==> src/rtl/dlc_pkg.sv <==
package dlc_pkg;

    typedef enum logic [2:0] {
        ST_IDLE    = 3'd0,
        ST_EVAL    = 3'd1,
        ST_WAIT_HI = 3'd2,
        ST_WAIT_LO = 3'd3,
        ST_FIRED   = 3'd4
    } dlc_state_e;

    // Position of a deadline half relative to the matching count half.
    typedef enum logic [1:0] {
        REL_BEHIND = 2'd0,
        REL_EQUAL  = 2'd1,
        REL_AHEAD  = 2'd2
    } dlc_rel_e;

endpackage

==> src/rtl/dlc_half_cmp.sv <==
module dlc_half_cmp
    import dlc_pkg::*;
#(
    parameter int W = 16
) (
    input  logic [W-1:0] target,
    input  logic [W-1:0] count,
    output dlc_rel_e     rel
);

    always_comb begin
        if (target == count) begin
            rel = REL_EQUAL;
        end else if (target > count) begin
            rel = REL_AHEAD;
        end else begin
            rel = REL_BEHIND;
        end
    end

endmodule

==> src/rtl/dlc_deadline_reg.sv <==
module dlc_deadline_reg #(
    parameter int W = 32
) (
    input  logic         clk,
    input  logic         rst_n,
    input  logic         wr,
    input  logic [W-1:0] d,
    output logic [W-1:0] q
);

    always_ff @(posedge clk or negedge rst_n) begin
        if (!rst_n) begin
            q <= '0;
        end else if (wr) begin
            q <= d;
        end
    end

    // the stored deadline changes only on a write, and then to the written value
    p_rdback_hold_r8: assert property (@(posedge clk) disable iff (!rst_n)
        !wr |=> $stable(q));
    p_rdback_load_r8: assert property (@(posedge clk) disable iff (!rst_n)
        wr |=> (q == $past(d)));

endmodule

==> src/rtl/dlc_ctrl.sv <==
module dlc_ctrl
    import dlc_pkg::*;
(
    input  logic     clk,
    input  logic     rst_n,
    input  logic     dl_wr,
    input  logic     disarm,
    input  logic     flag_clr,
    input  dlc_rel_e hi_rel,
    input  dlc_rel_e lo_rel,
    output logic     hi_armed,
    output logic     lo_armed,
    output logic     hi_flag,
    output logic     lo_flag,
    output logic     irq
);

    dlc_state_e state, state_nxt;
    logic       hi_set, lo_set;

    // Next-state and match-event decode
    always_comb begin
        state_nxt = state;
        hi_set    = 1'b0;
        lo_set    = 1'b0;
        if (dl_wr) begin
            state_nxt = ST_EVAL;
        end else if (disarm) begin
            state_nxt = ST_IDLE;
        end else begin
            unique case (state)
                ST_IDLE: begin
                    state_nxt = ST_IDLE;
                end
                ST_EVAL: begin
                    unique case (hi_rel)
                        REL_AHEAD:  state_nxt = ST_WAIT_HI;
                        REL_EQUAL:  state_nxt = ST_WAIT_LO;
                        default:    state_nxt = ST_IDLE;
                    endcase
                end
                ST_WAIT_HI: begin
                    if (hi_rel == REL_EQUAL) begin
                        hi_set = 1'b1;
                        if (lo_rel == REL_EQUAL) begin
                            lo_set    = 1'b1;
                            state_nxt = ST_FIRED;
                        end else begin
                            state_nxt = ST_WAIT_LO;
                        end
                    end else if (hi_rel == REL_BEHIND) begin
                        state_nxt = ST_IDLE;
                    end
                end
                ST_WAIT_LO: begin
                    if (hi_rel != REL_EQUAL) begin
                        state_nxt = ST_IDLE;
                    end else if (lo_rel == REL_EQUAL) begin
                        lo_set    = 1'b1;
                        state_nxt = ST_FIRED;
                    end
                end
                ST_FIRED: begin
                    if (flag_clr) begin
                        state_nxt = ST_IDLE;
                    end
                end
                default: begin
                    state_nxt = ST_IDLE;
                end
            endcase
        end
    end

    // State and status flag registers
    always_ff @(posedge clk or negedge rst_n) begin
        if (!rst_n) begin
            state   <= ST_IDLE;
            hi_flag <= 1'b0;
            lo_flag <= 1'b0;
        end else begin
            state <= state_nxt;
            if (dl_wr) begin
                hi_flag <= 1'b0;
                lo_flag <= 1'b0;
            end else begin
                hi_flag <= (hi_flag & ~flag_clr) | hi_set;
                lo_flag <= (lo_flag & ~flag_clr) | lo_set;
            end
        end
    end

    // Outputs
    always_comb begin
        hi_armed = (state == ST_WAIT_HI);
        lo_armed = (state == ST_WAIT_LO);
        irq      = lo_flag;
    end

    p_wr_cancel_r10: assert property (@(posedge clk) disable iff (!rst_n)
        dl_wr |=> (state == ST_EVAL && !irq && !hi_flag));
    p_disarm_r7: assert property (@(posedge clk) disable iff (!rst_n)
        (disarm && !dl_wr) |=> (!hi_armed && !lo_armed));
    p_disarm_keep_r7: assert property (@(posedge clk) disable iff (!rst_n)
        (disarm && !dl_wr && !flag_clr && irq) |=> irq);
    p_handover_r4: assert property (@(posedge clk) disable iff (!rst_n)
        (hi_armed && hi_rel == REL_EQUAL && !dl_wr && !disarm) |=> (hi_flag && (lo_armed || irq)));
    p_fire_r5: assert property (@(posedge clk) disable iff (!rst_n)
        (lo_armed && hi_rel == REL_EQUAL && lo_rel == REL_EQUAL && !dl_wr && !disarm) |=> (irq && !lo_armed));
    p_past_r6: assert property (@(posedge clk) disable iff (!rst_n)
        (state == ST_EVAL && hi_rel == REL_BEHIND && !dl_wr && !disarm) |=> (state == ST_IDLE && !irq));
    p_irq_hold_r9: assert property (@(posedge clk) disable iff (!rst_n)
        (irq && !flag_clr && !dl_wr) |=> irq);
    p_clear_r9: assert property (@(posedge clk) disable iff (!rst_n)
        (flag_clr && !dl_wr && state != ST_WAIT_HI && state != ST_WAIT_LO) |=> (!irq && !hi_flag));
    p_arm_excl_r2: assert property (@(posedge clk) disable iff (!rst_n)
        $onehot0({hi_armed, lo_armed, irq && (state == ST_FIRED)}));

endmodule

==> src/rtl/deadline_cmp2.sv <==
module deadline_cmp2
    import dlc_pkg::*;
#(
    parameter int HALF_W = 16
) (
    input  logic                  clk,
    input  logic                  rst_n,
    input  logic [HALF_W-1:0]     cnt_hi,
    input  logic [HALF_W-1:0]     cnt_lo,
    input  logic                  dl_wr,
    input  logic [2*HALF_W-1:0]   dl_data,
    input  logic                  disarm,
    input  logic                  flag_clr,
    output logic                  irq,
    output logic                  hi_armed,
    output logic                  lo_armed,
    output logic                  hi_flag,
    output logic                  lo_flag,
    output logic [2*HALF_W-1:0]   dl_rdback
);

    localparam int DL_W = 2 * HALF_W;

    logic [DL_W-1:0] deadline;
    dlc_rel_e        rel [2];
    logic [HALF_W-1:0] counts [2];

    assign counts[0] = cnt_lo;
    assign counts[1] = cnt_hi;

    dlc_deadline_reg #(.W(DL_W)) u_dl (
        .clk   (clk),
        .rst_n (rst_n),
        .wr    (dl_wr),
        .d     (dl_data),
        .q     (deadline)
    );

    // Index 0 compares the low halves, index 1 the high halves
    for (genvar g = 0; g < 2; g++) begin : g_half
        dlc_half_cmp #(.W(HALF_W)) u_cmp (
            .target (deadline[g*HALF_W +: HALF_W]),
            .count  (counts[g]),
            .rel    (rel[g])
        );
    end

    dlc_ctrl u_ctrl (
        .clk      (clk),
        .rst_n    (rst_n),
        .dl_wr    (dl_wr),
        .disarm   (disarm),
        .flag_clr (flag_clr),
        .hi_rel   (rel[1]),
        .lo_rel   (rel[0]),
        .hi_armed (hi_armed),
        .lo_armed (lo_armed),
        .hi_flag  (hi_flag),
        .lo_flag  (lo_flag),
        .irq      (irq)
    );

    assign dl_rdback = deadline;

endmodule

==> config.mk <==
export PLATFORM = sky130hd
export DESIGN_NAME = deadline_cmp2
export DESIGN_NICKNAME = d
export VERILOG_FILES = /design/src/rtl/dlc_pkg.sv /design/src/rtl/dlc_half_cmp.sv /design/src/rtl/dlc_deadline_reg.sv /design/src/rtl/dlc_ctrl.sv /design/src/rtl/deadline_cmp2.sv
export SDC_FILE = /design/constraint.sdc
export NUM_CORES = 1
export LEC_CHECK = 0
export ABC_AREA = 1
export CORE_MARGIN = 8
export CORE_UTILIZATION = 45
export CTS_CLUSTER_SIZE = 40
export DETAILED_ROUTE_END_ITERATION = 10
export PLACE_DENSITY = 0.86
export SKIP_LAST_GASP = 1
export SLEW_MARGIN = 30
export SYNTH_ARGS = -nofsm -noshare
export SYNTH_HDL_FRONTEND = slang
export SYNTH_SLANG_ARGS = --single-unit
==> constraint.sdc <==
create_clock -name clk -period 4.3 [get_ports clk]
set_input_delay 0.43 -clock clk [delete_from_list [all_inputs] [get_ports clk]]
set_output_delay 0.43 -clock clk [all_outputs]
set_load 0.01 [all_outputs]
# == Word-level counts from Yosys, hierarchy flattened ==
# Cells that the tools add are included.
# Widths: inputs -> output; s select.
# word_totals
ff_bits,37
output_inout_bits,37
elab_cells,52
# op_classes
order_cmp,2
n_eq_ne,13
mux,26
n_bitwise,5
reduce_logical,2
# ops
op,n
$eq 16x16->1,2
$gt 16x16->1,2
$mux 3,8
$pmux 3 s4,1
$mux 1,11
$ne 5x3->1 const B,2
$mux 2,4
$eq 3x2->1 const B,2
$eq 2x1->1 const B,2
$ne 4x4->1 const B,1
$pmux 2 s2,1
$eq 3x1->1 const B,1
$eq 3x3->1 const B,1
$reduce_and 3->1,1
$and 1x1->1,2
$eq 2x2->1 const B,1
$logic_not 2->1,1
$ne 2x1->1 const B,1
$or 1x1->1,2
$pmux 1 s2,1
$not 1->1,1

# == Depth between registers and ports, before layout ==
# Gate-level depths: netlist (run 1).
# logic_depth
ltp_word,11
ltp_mapped,14

# == Hierarchy ==
# A second synthesis (run 1) with hierarchy kept.
# hier_totals
hier_cells,329
hier_area_um2,2544.9
# modules_own_cells
module,n_inst,cells_per_inst,area_per_inst_um2,seq_area_each_um2
dlc_deadline_reg,1,136,1292.5,800.8
dlc_half_cmp,2,71,440.4,0.0
dlc_ctrl,1,51,371.6,125.1

# == Worst setup path after synthesis (run 1) ==
# Ideal clock, no wire load.
# synth_timing
path_type,input to register
from,input cnt_hi[15]
to,register u_ctrl.state[2]
setup_ps,118
arrival_ps,1455
required_time_ps,4182
setup_slack_ps,2727
path_stages,13
cell_sequence,inv_1 ha_1 nand2_2 nor2_4 nand2_2 inv_1 nand3_1 nor2_1 nand2_1 nand2_1 nand2_1 nand4_1 nand2_1
# synth_between
elab_chain_cells,8
word_cells_on_any_way,15
classes_between,order compare (1); eq/ne (5); mux (7); reduce/logical (2)
# synth_lines
item,line,source
"start, declared",deadline_cmp2.sv:8,"input logic [HALF_W-1:0] cnt_hi,"
$gt 16x16->1,dlc_half_cmp.sv:14,end else if (target > count) begin
$mux 2,dlc_half_cmp.sv:14,
$mux 2 (*),dlc_half_cmp.sv:12,if (target == count) begin
$ne 2x1->1 or $eq 2x1->1 (tied branches),"dlc_ctrl.sv:56, dlc_ctrl.sv:43",
$mux 3 (on tied branches),"dlc_ctrl.sv:56, dlc_ctrl.sv:43",
$pmux 3 s4,dlc_ctrl.sv:31,unique case (state)
$mux 3,dlc_ctrl.sv:28,end else if (disarm) begin
$mux 3,dlc_ctrl.sv:26,if (dl_wr) begin
"end signal, assigned",dlc_ctrl.sv:82,state <= state_nxt;
"end, declared",dlc_ctrl.sv:18,"dlc_state_e state, state_nxt;"
# Every way passes the cells marked *; elsewhere a longest branch is shown, timed or not.
# A chain may end at the register's enable or synchronous reset.

# == Worst setup path after layout (run 1) ==
# layout_timing
from,register u_ctrl.state[2]
to,output hi_armed
# layout_between
elab_chain_cells,1
# layout_lines
item,line,source
$eq 3x2->1,dlc_ctrl.sv:95,hi_armed = (state == ST_WAIT_HI);
"end, declared",deadline_cmp2.sv:15,"output logic hi_armed,"
# Every way passes these cells.

==> summary.txt, run 1 <==
status -> complete, no violations
Placed Instance Area -> 3440 um2
# DRC -> 0
Combinational Power Share -> 29.5%
post-route cell area -> 3526 um2
CTS tree -> built
CP arrival -> 1.62 ns
DIE AREA -> 7762 um2
sw power -> 264.8 uW
CP max stage cell -> clkdlybuf4s50_1
CP Launch Type -> flop
I/O Pins -> 106
Clock power frac -> 26.0%
pin count of the biggest net entering global routing -> 38
CTS Buffer Depth -> 2
number of global-route vias before repair -> 2,286
Initial Util -> 46.10%
max cap viols -> 0
CP required -> 3.87 ns
post-synthesis register bit count -> 37
Adder-Cell Fraction of Synth Area -> 8.556%
Placer Congestion -> 0.8068
sequential share of power -> 44.4%
Placed Cells -> 500
DRT Pass-1 Iters -> 4
Leak -> 1.823 nW
worst stage delay on the critical path -> 0.58 ns
dpl ws -> 2.043 ns
largest family of logic cells by synthesized area -> simple AND/OR/NAND/NOR gates
maximum fanout along the worst path -> 5
critical path type -> flop to primary output
WHS -> 0.2413 ns
syn avg cell area -> 7.047 um2
Clock Sinks -> 37
CP Cell Sequence -> nor2_2 > inv_2 > nor2_4 > clkdlybuf4s50_1
post-synthesis compound-gate area fraction -> 6.096%
Hold Buf Count CTS -> 0
FMAX -> 0.4885 GHz
Final Power -> 898.4 uW
total wire length -> 6123 um
Final Non-Filler Cells -> 508
Layout Nets -> 522
Fin. Hold Viols -> 0
post-layout util -> 69.48%
Vias -> 2,292
Final min period -> 2.047 ns
CP top delay family -> buffers and inverters
Worst-Margin Slew -> 0.8339 ns
Routed WL per cell -> 12.05 um
Total Negative Setup Slacks -> 0 ns
# Post-CTS Setup Buffers -> 0
warnings from Yosys -> 0
syn nets -> 417
antenna viol nets, final -> 0
Syn Inst Count -> 332
Site Rows -> 26
XOR/XNOR Fraction of Synth Area -> 1.497%
RSZ-0062 raised after global routing -> no
layout cell share with drive strength beyond 1 -> 6.849%
Final period util -> 47.61%
CTS H-tree depth -> 2
simple-gate share of the synthesized area -> 33.74%
clock latency on the worst-skew pair -> 0.28 ns
total gr overflow -> 0
switching share of power -> 29.47%
Worst Hold Class -> input pin to asynchronous set/reset pin
post-synthesis sequential area ratio -> 39.57%
endpoints failing setup -> 0
all-layer global routing usage -> 16.18%
clock buffer count from CTS -> 5
via/cell ratio -> 4.512
n_diodes -> 0
CTS root buf -> clkbuf_8
Clock Skew -> 0.006556 ns
Mapped Area -> 2340 um2
Setup WS post-layout -> 2.253 ns
PD cells -> 254.8 nW/um2
Worst Path Buf+Inv -> 2
post-synthesis mux area share -> 0%
Area growth syn-to-layout -> 50.70%
Critical Path End Type -> primary output
post-CTS resize count -> 0
Max Transition Viols Final -> 0
Die Wd -> 88.11 um
Die Y -> 88.11 um
dpl hpwl -> 5016 um
DRC marker count from the first detailed-route iteration -> 76
Core Region -> 5075 um2
relative slew slack -> 44.41%
Yosys cell types -> 25
worst vdd ir -> 0.1460 mV
global-route wire length before repair -> 10,060 um
clk slew on worst S/H paths -> 0.07 ns
Int Pwr -> 633.6 uW
IO Port Bufs -> 105
initial antenna violation count -> 0
## cells in the final DEF, fill, tap and decap left out, types with 2 or more instances in the layout
cell / instances
clkbuf_8: 5
xor2_1: 4
inv_1: 52
o21ai_0: 14
nand2_2: 5
ha_1: 16
o21ai_1: 2
a21oi_1: 8
inv_2: 4
nor2_1: 16
nand3_1: 7
clkdlybuf4s50_1: 103
nor2_4: 5
nand2_1: 140
buf_2: 2
clkinv_2: 2
dfrtp_1: 37
nor2_2: 3
nand4_1: 4
## sequential cells by signal (all words and copies together), names as in the netlist
name	cells
u_ctrl.irq	1
u_ctrl.state	3
u_dl.q	32
u_ctrl.hi_flag	1
## path summary, 6_finish.rpt
check | start | slack, ns | endpoint | cells past startpoint
max in group asynchronous | rst_n | 3.53 | u_dl.q[22]$_DFFE_PN0P_ | 1
worst max register to register | u_dl.q[19]$_DFFE_PN0P_ | 2.56 | u_ctrl.state[1]$_DFFE_PN0P_ | 11
worst min register to register | u_dl.q[24]$_DFFE_PN0P_ | 0.50 | u_dl.q[24]$_DFFE_PN0P_ | 2
worst max-delay path | u_ctrl.state[2]$_DFFE_PN0P_ | 2.25 | hi_armed | 4
min in group clk | u_dl.q[24]$_DFFE_PN0P_ | 0.50 | u_dl.q[24]$_DFFE_PN0P_ | 2
worst min-delay path | rst_n | 0.24 | u_dl.q[19]$_DFFE_PN0P_ | 1
## power groups by stage
stage	sequential [mW]	clock, mW	combinational [mW]
global placement	0.404	0	0.264
finish	0.399	0.234	0.265
floorplan	0.416	0	0.108
CTS	0.399	0.247	0.271
detailed placement	0.406	0	0.270
global route	0.404	0.263	0.297
## worst reg2reg max path, cell delays in order, from the launching register on
cell and delay (ns):
dfrtp_1 0.41, ha_1 0.31, nand2_1 0.07, nor2_1 0.21, nand2_2 0.13, nor2_4 0.14
inv_2 0.05, nand3_1 0.08, nand2_1 0.05, nand2_1 0.05, nand3_1 0.06, nand2_1 0.09
## metal layers
| metal | global-route usage (%) | vias to the layer above | wire length, um |
|---|---|---|---|
| li1 | - | 1212 | - |
| met1 | 18.68 | 999 | 2523 |
| met2 | 27.77 | 77 | 3025 |
| met3 | 5.910 | 4 | 543 |
| met4 | 3.687 | 0 | 31 |
| met5 | 0 | - | 0 |
## cells in the mapped netlist (all sizes together)
master | number | area (um2)
nand2 | 145 | 556.8
inv | 56 | 210.2
dfrtp | 37 | 925.9
nor2 | 24 | 135.1
ha | 16 | 200.2
o21ai | 16 | 80.08
a21oi | 8 | 40.04
nand3 | 7 | 35.03
clkbuf | 5 | 18.77
nand4 | 4 | 25.02
xor2 | 4 | 35.03
buf | 3 | 17.52
nor3 | 3 | 31.28
a211oi | 1 | 7.510
nor4 | 1 | 6.260
o21a | 1 | 7.510
o21bai | 1 | 7.510
## cell families after synthesis
group           Yosys count
compound gates           27
xor+xnor                  4
fa+ha+maj                16
buf+inv                  64
flops                    37
simple gates            184
## cell type report
cell class | count | area [um2]
clock buffers | 5 | 68.82
clock inverters | 3 | 17.52
flip-flops and latches | 37 | 925.9
fillers | 435 | 1549
repair buffers | 106 | 1049
multi-input cells | 231 | 1167
well taps | 70 | 87.58
inverters | 56 | 210.2
Note: power is estimated with default switching activity, not from simulation.
==> run 2, diff against run 1 <==
--- a/config.mk
+++ b/config.mk
@@ -7,10 +7,10 @@
 export LEC_CHECK = 0
 export ABC_AREA = 1
 export CORE_MARGIN = 8
-export CORE_UTILIZATION = 45
+export CORE_UTILIZATION = 38
 export CTS_CLUSTER_SIZE = 40
 export DETAILED_ROUTE_END_ITERATION = 10
-export PLACE_DENSITY = 0.86
+export PLACE_DENSITY = 0.77
 export SKIP_LAST_GASP = 1
 export SLEW_MARGIN = 30
 export SYNTH_ARGS = -nofsm -noshare
==> constraint.sdc (replaced) <==
create_clock -name clk -period 1.65 [get_ports clk]
set_input_delay 0.165 -clock clk [delete_from_list [all_inputs] [get_ports clk]]
set_output_delay 0.165 -clock clk [all_outputs]
set_load 0.01 [all_outputs]
==> summary.txt, run 2 (synthesis gave the netlist of run 1 again) <==
status -> finished with violations
failing checks -> setup timing
Final period util -> 101.6%
Setup WS post-layout -> -0.02561 ns
CP Launch Type -> flop
I/O Pins -> 106
Final min period -> 1.676 ns
FMAX -> 0.5968 GHz
CP arrival -> 1.90 ns
CP required -> 1.87 ns
most frequent cells in the layout -> 137 x nand2_1, 101 x clkdlybuf4s50_1, 51 x inv_1, 37 x dfrtp_1, 21 x buf_4
relative slew slack -> 53.38%
Worst-Margin Slew -> 0.6986 ns
Clock Sinks -> 37
pin count of the biggest net entering global routing -> 29
Die Y -> 94.47 um
RSZ-0062 raised after global routing -> yes
antenna viol nets, final -> 0
biggest registers after layout -> u_dl.q: 32 flops, u_ctrl.state: 3 flops
Initial Util -> 39.52%
clock latency on the worst-skew pair -> 0.28 ns
clk slew on worst S/H paths -> 0.07 ns
Routed WL per cell -> 12.77 um
Die Wd -> 94.47 um
# DRC -> 0
DRC marker count from the first detailed-route iteration -> 53
Placed Instance Area -> 3506 um2
number of global-route vias before repair -> 2,337
layout cell share with drive strength beyond 1 -> 13.97%
Fill cells -> 529
clock buffer count from CTS -> 5
n_diodes -> 0
r2r endpoint -> u_ctrl.state[1]$_DFFE_PN0P_
Vias -> 2,404
CTS H-tree depth -> 2
initial antenna violation count -> 0
IO Port Bufs -> 105
Clock Skew -> 0.004345 ns
Layout Nets -> 543
Leak -> 1.954 nW
most common cell after layout, fill and taps aside -> nand2_1
Worst R2R Setup Slack -> -0.03 ns
Fin. Hold Viols -> 0
via/cell ratio -> 4.510
flip-flop count of the largest register after layout -> 32
post-route cell area -> 3824 um2
Max Transition Viols Final -> 0
CTS root buf -> clkbuf_8
max cap viols -> 0
register with the most flip-flops -> u_dl.q
R2R depth -> 11
global-route wire length before repair -> 10,510 um
Site Rows -> 28
Core Region -> 5921 um2
reg2reg start -> u_dl.q[23]$_DFFE_PN0P_
dpl ws -> -0.3090 ns
Placer Congestion -> 0.7746
critical path type -> flop to flop
maximum fanout along the worst path -> 4
DIE AREA -> 8924 um2
Area growth syn-to-layout -> 63.42%
dpl hpwl -> 5263 um
Worst Hold Class -> input pin to flop
worst setup path end -> u_ctrl.state[1]$_DFFE_PN0P_
endpoints failing setup -> 1
total wire length -> 6805 um
DRT Pass-1 Iters -> 4
worst vdd ir -> 0.3696 mV
CTS tree -> built
PD cells -> 647.0 nW/um2
Critical Path End Type -> flop
Setup crit start -> u_dl.q[23]$_DFFE_PN0P_
CTS Buffer Depth -> 2
all-layer global routing usage -> 14.42%
total gr overflow -> 0
## run 2: cell types whose count changed in the layout (fill, tap and decap cells not counted), moves of 2 or more
cell / previous run / this run
dlygate4sd2_1: 0 / 2
nand3_1: 7 / 5
ha_4: 0 / 8
nand2_1: 140 / 137
nand2_2: 5 / 7
buf_4: 1 / 21
nand3_2: 0 / 2
clkinv_2: 2 / 0
ha_1: 16 / 8
clkdlybuf4s50_1: 103 / 101
## run 2: worst min-delay path by stage
stage | from | to | slack, ns | depth (start not counted)
after detailed placement | rst_n | u_dl.q[29]$_DFFE_PN0P_ | 0.12 | 1
after CTS | dl_wr | u_ctrl.state[2]$_DFFE_PN0P_ | 0.22 | 4
final | dl_wr | u_ctrl.state[2]$_DFFE_PN0P_ | 0.23 | 4
after global placement | rst_n | u_dl.q[29]$_DFFE_PN0P_ | 0.13 | 1
after global routing | dl_wr | u_ctrl.state[2]$_DFFE_PN0P_ | 0.26 | 4
after floorplan | rst_n | u_ctrl.hi_flag$_DFF_PN0_ | -0.13 | 0
## run 2: repair_timing
item,in CTS,in global routing
hold buffers,1,0
pin swaps,0,10
endpoints found under the setup margin,5,4
setup buffers,0,12
gates resized for setup,3,17
endpoints found under the hold margin,16,0
## run 2: report_power, final
| part | internal, mW | total, mW | switching [mW] |
|---|---|---|---|
| clock network | 0.331 | 0.627 | 0.296 |
| logic | 0.453 | 0.804 | 0.351 |
| registers | 0.979 | 1.04 | 0.0642 |
| total | 1.76 | 2.47 | 0.710 |
## run 2: area by class of cell
class	instances	area [um2]	share of cell area, %
Clock buffer	7	86.33	2.258
Multi-Input combinational cell	231	1301	34.03
Tap cell	75	93.84	2.454
Timing Repair Buffer	127	1206	31.54
Inverter	56	210.2	5.497
Sequential cell	37	925.9	24.21
## run 2: layer usage
| layer | vias to the layer above | share of wire [%] | track usage [%] |
|---|---|---|---|
| met4 | 0 | 0.56 | 2.991 |
| met1 | 1063 | 42 | 17.34 |
| met5 | - | 0 | 0 |
| met2 | 79 | 49 | 24.10 |
| li1 | 1256 | - | - |
| met3 | 6 | 8.0 | 5.317 |
## run 2: worst max-delay path: stages, from the launching register on
cell and delay, ns:
dfrtp_1 0.40, ha_1 0.31, nand2_2 0.08, nor2_4 0.13, nand2_4 0.08, nor2_4 0.16, inv_2 0.06, nand3_1 0.07
nand2_1 0.05, nand2_1 0.07, nand3_1 0.08, nand2_1 0.11
## run 2: per-stage QoR
stage | hold slack, ns | utilization [%] | setup TNS [ns] | std cells | total power [mW]
finish | 0.2303 | 64.58 | -0.02561 | 533 | 2.474
global route | 0.2570 | 64.58 | -0.1831 | 533 | 2.638
CTS | 0.2210 | 60.84 | 0 | 521 | 2.419
detailed placement | 0.1230 | 59.21 | -1.284 | 513 | 1.781
global placement | 0.1260 | 59.21 | -1.197 | 513 | 1.763
floorplan | -0.1306 | - | 0 | 332 | 1.363
